==> src/rtl/hcla_pkg.sv <==
package hcla_pkg;
  localparam int unsigned SLICE_W = 4;

  function automatic int unsigned slice_count(input int unsigned width);
    return width / SLICE_W;
  endfunction
endpackage

==> src/rtl/hcla_bit_pg.sv <==
module hcla_bit_pg #(
  parameter int unsigned W = 4
) (
  input  logic [W-1:0] a_i,
  input  logic [W-1:0] b_i,
  output logic [W-1:0] gen_o,
  output logic [W-1:0] prop_o
);
  for (genvar i = 0; i < W; i++) begin : g_bit
    assign gen_o[i]  = a_i[i] & b_i[i];
    assign prop_o[i] = a_i[i] ^ b_i[i];
  end
endmodule

==> src/rtl/hcla_lookahead.sv <==
// Flat sum-of-products lookahead: every carry is an OR of AND terms over
// generate/propagate inputs and the incoming carry; nothing is chained.
module hcla_lookahead #(
  parameter int unsigned N = 4
) (
  input  logic [N-1:0] gen_i,
  input  logic [N-1:0] prop_i,
  input  logic         cin_i,
  output logic [N:1]   carry_o,
  output logic         blk_prop_o,
  output logic         blk_gen_o
);
  always_comb begin
    for (int k = 1; k <= N; k++) begin
      logic acc;
      logic tail;
      tail = cin_i;
      for (int m = 0; m < k; m++) tail = tail & prop_i[m];
      acc = tail;
      for (int j = 0; j < k; j++) begin
        logic term;
        term = gen_i[j];
        for (int m = j + 1; m < k; m++) term = term & prop_i[m];
        acc = acc | term;
      end
      carry_o[k] = acc;
    end
  end

  always_comb begin
    blk_prop_o = &prop_i;
    blk_gen_o  = 1'b0;
    for (int j = 0; j < N; j++) begin
      logic term;
      term = gen_i[j];
      for (int m = j + 1; m < N; m++) term = term & prop_i[m];
      blk_gen_o = blk_gen_o | term;
    end
  end
endmodule

==> src/rtl/hcla_slice.sv <==
module hcla_slice #(
  parameter int unsigned W = 4
) (
  input  logic [W-1:0] a_i,
  input  logic [W-1:0] b_i,
  input  logic         cin_i,
  output logic [W-1:0] sum_o,
  output logic         sp_o,
  output logic         sg_o
);
  logic [W-1:0] bit_g;
  logic [W-1:0] bit_p;
  logic [W:1]   inner_c;
  logic [W-1:0] c_at;

  hcla_bit_pg #(.W(W)) u_pg (
    .a_i    (a_i),
    .b_i    (b_i),
    .gen_o  (bit_g),
    .prop_o (bit_p)
  );

  hcla_lookahead #(.N(W)) u_la (
    .gen_i      (bit_g),
    .prop_i     (bit_p),
    .cin_i      (cin_i),
    .carry_o    (inner_c),
    .blk_prop_o (sp_o),
    .blk_gen_o  (sg_o)
  );

  assign c_at = {inner_c[W-1:1], cin_i};
  assign sum_o = bit_p ^ c_at;
endmodule

==> src/rtl/hcla_adder.sv <==
module hcla_adder #(
  parameter int unsigned WIDTH = 16,
  localparam int unsigned NSL  = hcla_pkg::slice_count(WIDTH),
  localparam int unsigned SW   = hcla_pkg::SLICE_W
) (
  input  logic [WIDTH-1:0] opnd_a,
  input  logic [WIDTH-1:0] opnd_b,
  input  logic             carry_in,
  output logic [WIDTH-1:0] sum_o,
  output logic             carry_out,
  output logic [NSL-1:0]   grp_prop,
  output logic [NSL-1:0]   grp_gen
);
  logic [NSL:1]   top_c;
  logic [NSL-1:0] slice_cin;
  logic           top_p;
  logic           top_g;

  assign slice_cin = {top_c[NSL-1:1], carry_in};

  for (genvar k = 0; k < NSL; k++) begin : g_slice
    hcla_slice #(.W(SW)) u_slice (
      .a_i   (opnd_a[k*SW +: SW]),
      .b_i   (opnd_b[k*SW +: SW]),
      .cin_i (slice_cin[k]),
      .sum_o (sum_o[k*SW +: SW]),
      .sp_o  (grp_prop[k]),
      .sg_o  (grp_gen[k])
    );
  end

  hcla_lookahead #(.N(NSL)) u_lvl2 (
    .gen_i      (grp_gen),
    .prop_i     (grp_prop),
    .cin_i      (carry_in),
    .carry_o    (top_c),
    .blk_prop_o (top_p),
    .blk_gen_o  (top_g)
  );

  assign carry_out = top_c[NSL];

  logic unused_top;
  assign unused_top = top_p ^ top_g;
endmodule

==> config.mk <==
export PLATFORM = sky130hd
export DESIGN_NAME = hcla_adder
export DESIGN_NICKNAME = d
export VERILOG_FILES = /design/src/rtl/hcla_pkg.sv /design/src/rtl/hcla_bit_pg.sv /design/src/rtl/hcla_lookahead.sv /design/src/rtl/hcla_slice.sv /design/src/rtl/hcla_adder.sv
export SDC_FILE = /design/constraint.sdc
export NUM_CORES = 1
export LEC_CHECK = 0
export BUFFER_PORTS_ARGS = -buffer_cell sky130_fd_sc_hd__buf_2
export CORE_AREA = 3 3 47 49
export DETAILED_ROUTE_END_ITERATION = 8
export DIE_AREA = 0 0 50 52
export GPL_TIMING_DRIVEN = 0
export PLACE_DENSITY = 0.77
export SYNTH_ARGS = -nofsm -noshare
export SYNTH_HDL_FRONTEND = slang
export SYNTH_HIERARCHICAL = 1
export SYNTH_SLANG_ARGS = --single-unit
export TNS_END_PERCENT = 100
==> constraint.sdc <==
create_clock -name vclk -period 3
set_clock_uncertainty 0.1 [all_clocks]
set_input_delay 0.6 -clock vclk [all_inputs]
set_output_delay 0.6 -clock vclk [all_outputs]
set_load 0.005 [all_outputs]
# --- Yosys cells after proc, flatten, opt, wreduce, memory -nomap -nowiden ---
# Cells that the tools add are included.
classes:
  bitwise: 128
  n_reduce_logical: 4
op_table:
  columns: ["op", "count"]
  rows:
  - ["AND 1 bit", 62]
  - ["OR 1 bit", 46]
  - ["AND reduction 4 bit", 4]
  - ["bitwise XOR 1 bit", 16]
  - ["bitwise XOR 4 bit", 4]
totals:
  register_bits: 0
  input_bits: 33
  out_inout_bits: 25
  elab_cells: 132

# --- Logic depth before layout (Yosys ltp) ---
# Gate-level depths: netlist of the first run.
logic_depth:
  ltp_word: 19
  depth_mapped: 12
  depth_no_buf: 12

# --- Modules after synthesis ---
# Netlist of the first run, hierarchy kept.
modules_own_cells:
  columns: ["mod", "n_inst", "cells_per_inst", "area_each_um2", "seq_area_each_um2"]
  rows:
  - ["hcla_lookahead", 5, 10, 60.1, 0.0]
  - ["hcla_bit_pg", 4, 4, 50.0, 0.0]
  - ["hcla_slice", 4, 4, 35.0, 0.0]

# --- Worst setup path after synthesis of the first run ---
# OpenSTA, ideal clock, no wires.
synth_path:
  path_kind: "input -> output"
  startpoint: "input port opnd_a[3]"
  endpoint: "output port sum_o[15]"
  arrival_time_ns: 2.611
  required_ns: 2.300
  setup_slack_ns: -0.311
  stages: 12
  n_path_buf: 0
  cell_sequence: "ha_1 -> a21oi_1 -> o21ai_0 -> a21o_1 -> a21oi_2 -> inv_2 -> a21o_1 -> a21o_1 -> a21oi_2 -> inv_2 -> a21o_1 -> xor2_1"
synth_between:
  elab_chain_len: 17
  word_cells_on_any_way: 24
  cone_classes: "23 x bitwise; 1 x reduce/logical"
synth_rtl:
  columns: ["item", "line_no", "source"]
  rows:
  - ["from (decl)", "hcla_adder.sv:6", "input logic [WIDTH-1:0] opnd_a,"]
  - ["bitwise XOR 1 bit", "hcla_bit_pg.sv:11", "assign prop_o[i] = a_i[i] ^ b_i[i];"]
  - ["AND 1 bit", "hcla_lookahead.sv:36", "for (int m = j + 1; m < N; m++) term = term & prop_i[m];"]
  - ["OR 1 bit (2 in series)", "hcla_lookahead.sv:37", "blk_gen_o = blk_gen_o | term;"]
  - ["OR 1 bit *", "hcla_lookahead.sv:37", null]
  - ["via grp_gen[0]", "hcla_adder.sv:12", "output logic [NSL-1:0] grp_gen"]
  - ["AND 1 bit * (2 in series)", "hcla_lookahead.sv:23", "for (int m = j + 1; m < k; m++) term = term & prop_i[m];"]
  - ["OR 1 bit * (3 in series)", "hcla_lookahead.sv:24", "acc = acc | term;"]
  - ["via top_c (one bit)", "hcla_adder.sv:14", "logic [NSL:1] top_c;"]
  - ["AND 1 bit *", "hcla_lookahead.sv:18", "for (int m = 0; m < k; m++) tail = tail & prop_i[m];"]
  - ["AND 1 bit * (2 in series)", null, null]
  - ["OR 1 bit * (3 in series)", "hcla_lookahead.sv:24", null]
  - ["via g_slice[3].u_slice.inner_c (one bit)", "hcla_slice.sv:13", "logic [W:1] inner_c;"]
  - ["bitwise XOR 4 bit *", "hcla_slice.sv:33", "assign sum_o = bit_p ^ c_at;"]
  - ["to (decl)", "hcla_adder.sv:9", "output logic [WIDTH-1:0] sum_o,"]
# The timed path passes the listed nets; every way through them passes the cells marked *.

# --- Worst setup path in the final report of the first run ---
layout_path:
  startpoint: "input port opnd_b[3]"
  endpoint: "output port sum_o[15]"
layout_between:
  elab_chain_len: 17
  word_cells_on_any_way: 24
  cone_classes: "23 x bitwise; 1 x reduce/logical"
layout_rtl:
  columns: ["item", "line_no", "source"]
  rows:
  - ["from (decl)", "hcla_adder.sv:7", "input logic [WIDTH-1:0] opnd_b,"]
  - ["bitwise XOR 1 bit *", "hcla_bit_pg.sv:11", null]
  - ["via g_slice[0].u_slice.bit_p[3]", "hcla_slice.sv:12", "logic [W-1:0] bit_p;"]
  - ["AND 1 bit", "hcla_lookahead.sv:36", null]
  - ["OR 1 bit (3 in series)", "hcla_lookahead.sv:37", null]
  - ["AND 1 bit (2 in series)", "hcla_lookahead.sv:23", null]
  - ["OR 1 bit * (3 in series)", "hcla_lookahead.sv:24", null]
  - ["via top_c (one bit)", "hcla_adder.sv:14", null]
  - ["AND 1 bit *", "hcla_lookahead.sv:18", null]
  - ["AND 1 bit * (2 in series)", null, null]
  - ["OR 1 bit * (3 in series)", "hcla_lookahead.sv:24", null]
  - ["via g_slice[3].u_slice.inner_c (one bit)", "hcla_slice.sv:13", null]
  - ["bitwise XOR 4 bit *", "hcla_slice.sv:33", null]
# Marks and branches as above.

==> results.cfg, run 1 <==
[outcome]
result_of_the_run = finished, violations left
failing_checks = setup timing

[power_and_ir_drop]
p_total_mw = 0.263
irDropWorstVdd_mv = 0.123
p_leak_nw = 0.662
cellPowerDensity_nw_per_um2 = 236

[synthesis]
mappedNetlistNets = 124
post_synth_instance_area_sq_um = 602
average_cell_area_after_synthesis_sq_um = 8.02
yosysWarnings = 6
synthCells = 75

[worst_setup_path]
crit_path_end = sum_o[15]
worstSetupPathType = in -> out
timing.critical_path.arrival_ps = 2490
setup.worst_path.start_class = primary input
required_time_at_the_endpoint_of_the_critical_path_ps = 2300
startpoint = opnd_b[3]
critical_path_endpoint_category = output pin
cp_max_fo = 4

[global_route]
grt_start_max_net_pins = 5
grt_remaining_overflow = 0
grt_pass1_vias = 733
groute.usage.overall_pct = 13.0
antenna_found_initial = 0
grt_pass1_wl_um = 2820

[place]
place_area_sq_um = 976
port_buffers = 58
place_congestion = 0.727
hpwl_um = 1550

[routing]
detail_route.wirelength_um = 1890
antenna_violating_nets_post_route = 0
drt_pass1_iterations = 3
drtIter0Drc = 3
route.vias.total = 816
wl_per_cell_um = 10.9
drt-vias-per-instance = 4.72
post-route-drc-count = 0

[run]
maxCapViolCount = 0

[cells_and_area]
layout.cells.most_common_list = sky130_fd_sc_hd__buf_2 (54), sky130_fd_sc_hd__xor2_1 (16), sky130_fd_sc_hd__buf_4 (12), sky130_fd_sc_hd__ha_1 (12), sky130_fd_sc_hd__a21o_1 (10)
finalNetCount = 197
flow.area_growth_from_synthesis_pct = 85.0
final_common_cell = sky130_fd_sc_hd__buf_2
postLayoutCellArea_sq_um = 1110
final-seq-area_sq_um = 0
numSequentialCells = 0
insertedDiodeCount = 0
clkbuf_count = 0
drive_above_1_share_pct = 60.3

[timing]
final_worst_path_setup_slack_ps = -187
setup_violations = 4
maxSlewHeadroom_pct = 77.8
fmax_ghz = 0.314
rsz0062_at_grt = yes
final-max-slew-violation-count = 0
final.min_clock_period_ps = 3190
tightestPinTransition_ps = 330
hold_violations = 0
final.period_utilization_pct = 106

[floorplanning]
rows = 16
die_width_um = 50
die_extent_in_y_um = 52
ioPinCount = 58
die_area_sq_um = 2600
start_util_pct = 31.6
core-area_sq_um = 1900

[worst_hold_path]
hp-class = in -> out
## power breakdown
| part | switching (mW) | internal (mW) |
|---|---|---|
| registers | 0 | 0 |
| clock network | 0 | 0 |
| logic | 0.117 | 0.145 |
## worst max-delay path, stage by stage
cell	delay [ps]
sky130_fd_sc_hd__buf_6	100
sky130_fd_sc_hd__ha_4	250
sky130_fd_sc_hd__a21oi_2	140
sky130_fd_sc_hd__o21ai_2	80
sky130_fd_sc_hd__a21o_1	180
sky130_fd_sc_hd__a21oi_2	150
sky130_fd_sc_hd__inv_2	50
sky130_fd_sc_hd__a21o_1	160
sky130_fd_sc_hd__a21o_1	180
sky130_fd_sc_hd__a21oi_2	130
sky130_fd_sc_hd__inv_2	50
sky130_fd_sc_hd__a21o_1	150
sky130_fd_sc_hd__xor2_1	150
sky130_fd_sc_hd__buf_2	130
## cell type report
cell class / instances / area, sq um
Tap cell: 27 / 33.8
Timing Repair Buffer: 71 / 417
Inverter: 5 / 18.8
Multi-Input combinational cell: 70 / 644
Fill cell: 183 / 788
## per-stage QoR
step                      hold WS [ps]  util, %  setup TNS [ps]  instances  setup WS (ps)
after floorplan                   1160        -               0         75           3.54
after global placement            1390     51.3            -670        160           -312
after detailed placement          1400     51.3            -693        160           -314
after CTS                         1400     57.4            -804        172           -276
after global routing              1410     58.6           -1270        173           -301
final                             1400     58.6            -613        173           -187
## per-layer routing
metal  vias up  wire length (um)  global-route usage, %
met5         -                 0                      0
met4         0                 0                  0.922
met3         0               136                   1.43
met2        40               963                   25.9
met1       356               787                   15.1
li1        420                 -                      -
## what timing repair did
action | CTS | global route
hold buffers | 0 | 0
pin swaps | 18 | 8
cloned | 0 | 0
setup endpoints to repair | 4 | 7
gates resized for setup | 6 | 3
setup buffers | 12 | 2
endpoints found under the hold margin | 0 | 0
## how the worst min path moves through the flow
stage | from | to | slack (ps) | depth (start not counted)
2_1_floorplan | carry_in | sum_o[0] | 1160 | 1
3_3_place_gp | carry_in | sum_o[0] | 1390 | 3
3_5_place_dp | carry_in | sum_o[0] | 1400 | 3
4_1_cts | carry_in | sum_o[0] | 1400 | 3
5_1_grt | carry_in | sum_o[0] | 1410 | 3
6_report | carry_in | sum_o[0] | 1400 | 3
Note: power is estimated with default switching activity, not from simulation.
==> inputs of run 2 (changes only) <==
Settings changed: CORE_AREA 3 3 47 49 to 2 2 46 48, DIE_AREA 0 0 50 52 to 0 0 48 50.
==> results.cfg, run 2 (same netlist as run 1, synthesis figures left out) <==
[routing]
drtIter0Drc = 0
drt_pass1_iterations = 1
antenna_violating_nets_post_route = 0
drt-vias-per-instance = 4.74
detail_route.wirelength_um = 1960
route.vias.total = 829
wl_per_cell_um = 11.2
post-route-drc-count = 0

[worst_setup_path]
worstSetupPathType = in -> out
setup.worst_path.start_class = primary input
critical_path_endpoint_category = output pin
timing.critical_path.slowest_stage_cell = sky130_fd_sc_hd__ha_4
cp_slowest_stage_delay_ps = 250
timing.critical_path.arrival_ps = 2560
crit_chain = buf_6 -> ha_4 -> a21oi_2 -> o21ai_1 -> a21o_1 -> a21oi_2 -> inv_2 -> a21o_1 -> a21o_1 -> a21oi_2 -> inv_2 -> a21o_1 -> xor2_1 -> buf_2
required_time_at_the_endpoint_of_the_critical_path_ps = 2300
cp_max_fo = 4
critical_path.most_common_cell = sky130_fd_sc_hd__a21o_1

[floorplanning]
start_util_pct = 31.6
die_area_sq_um = 2400
ioPinCount = 58
die_extent_in_y_um = 50
core-area_sq_um = 1900
die_width_um = 48
rows = 16

[cells_and_area]
layout.cells.most_common_list = sky130_fd_sc_hd__buf_2 (56), sky130_fd_sc_hd__xor2_1 (16), sky130_fd_sc_hd__buf_4 (14)
final_core_util_pct = 58.5
clkbuf_count = 0
postLayoutCellArea_sq_um = 1110
fillers = 189
numSequentialCells = 0
final-seq-area_sq_um = 0
drive_above_1_share_pct = 60.1
finalNetCount = 199
insertedDiodeCount = 0
final_common_cell = sky130_fd_sc_hd__buf_2
flow.area_growth_from_synthesis_pct = 84.8

[timing]
final.min_clock_period_ps = 3260
fmax_ghz = 0.307
final_worst_path_setup_slack_ps = -261
hold_violations = 0
rsz0062_at_grt = yes
maxSlewHeadroom_pct = 77.9
setup_violations = 9
final-max-slew-violation-count = 0
final.period_utilization_pct = 109
tightestPinTransition_ps = 328

[place]
place_congestion = 0.755
hpwl_um = 1590
port_buffers = 58
place_area_sq_um = 976

[global_route]
grt_start_max_net_pins = 5
groute.usage.overall_pct = 17.2
grt_remaining_overflow = 0
grt_pass1_vias = 831
antenna_found_initial = 0
grt_pass1_wl_um = 3220

[power_and_ir_drop]
power.share.combinational_pct = 100.0
cellPowerDensity_nw_per_um2 = 238
p_leak_nw = 0.667
clkPwrFrac_pct = 0
power_switching_share_pct = 44.7
irDropWorstVdd_mv = 0.110
net-switching-power_mw = 0.118
cell_internal_pwr_mw = 0.146
pwr-share-seq_pct = 0

[run]
maxCapViolCount = 0

[outcome]
failing_checks = setup timing
result_of_the_run = finished, violations left

[cts]
hold_buffers = 0

[worst_hold_path]
hp-class = in -> out
==> run 2: changes by cell type in the layout (fill, tap and decap cells not counted) <==
cell                      delta
sky130_fd_sc_hd__buf_6       -2
sky130_fd_sc_hd__o21ai_2     -1
sky130_fd_sc_hd__buf_4       +2
sky130_fd_sc_hd__o21ai_1     +1
sky130_fd_sc_hd__buf_2       +2
==> run 2: final cells by class <==
class	instances	area [sq um]	area share (%)
Multi-Input combinational cell	70	641	57.6
Timing Repair Buffer	73	419	37.7
Tap cell	27	33.8	3.04
Inverter	5	18.8	1.69
==> run 2: critical path, delay by kind of cell <==
family / cells / cell delay (ps)
compound gates: 8 / 1250
xor+xnor: 1 / 150
fa+ha+maj: 1 / 250
buf+inv: 4 / 330
==> run 2: what timing repair did <==
item / in CTS / in global routing
endpoints found under the setup margin: 6 / 8
setup buffers: 11 / 4
resized for setup: 4 / 2
pin swaps: 17 / 10
hold endpoints to repair: 0 / 0
==> run 2: worst paths after layout <==
| path | startpoint | end | slack [ps] | cells past startpoint |
|---|---|---|---|---|
| setup / recovery | opnd_b[3] | sum_o[15] | -260 | 14 |
| hold / removal | carry_in | sum_o[0] | 1390 | 3 |
==> run 2: routing by layer <==
layer | vias to the layer above | wire length [um] | global-route usage, %
met2 | 35 | 1130 | 37.3
li1 | 423 | - | -
met4 | 0 | 0 | 0
met5 | - | 0 | 0
met3 | 0 | 127 | 0.733
met1 | 371 | 698 | 16.7
==> run 2: power groups by stage <==
stage          clock [mW]  combinational [mW]  sequential (mW)
6_report                0               0.265                0
5_1_grt                 0               0.297                0
4_1_cts                 0               0.253                0
3_5_place_dp            0               0.225                0
3_3_place_gp            0               0.219                0
2_1_floorplan           0               0.129                0
==> run 2: through the flow <==
step / std cells / setup WS, ps / setup TNS, ps / hold WS, ps / power (mW)
finish: 175 / -261 / -1180 / 1390 / 0.265
global route: 175 / -444 / -2310 / 1410 / 0.297
CTS: 171 / -335 / -1030 / 1380 / 0.253
detailed placement: 160 / -389 / -946 / 1380 / 0.225
global placement: 160 / -331 / -740 / 1390 / 0.219
floorplan: 75 / 3.54 / 0 / 1160 / 0.129
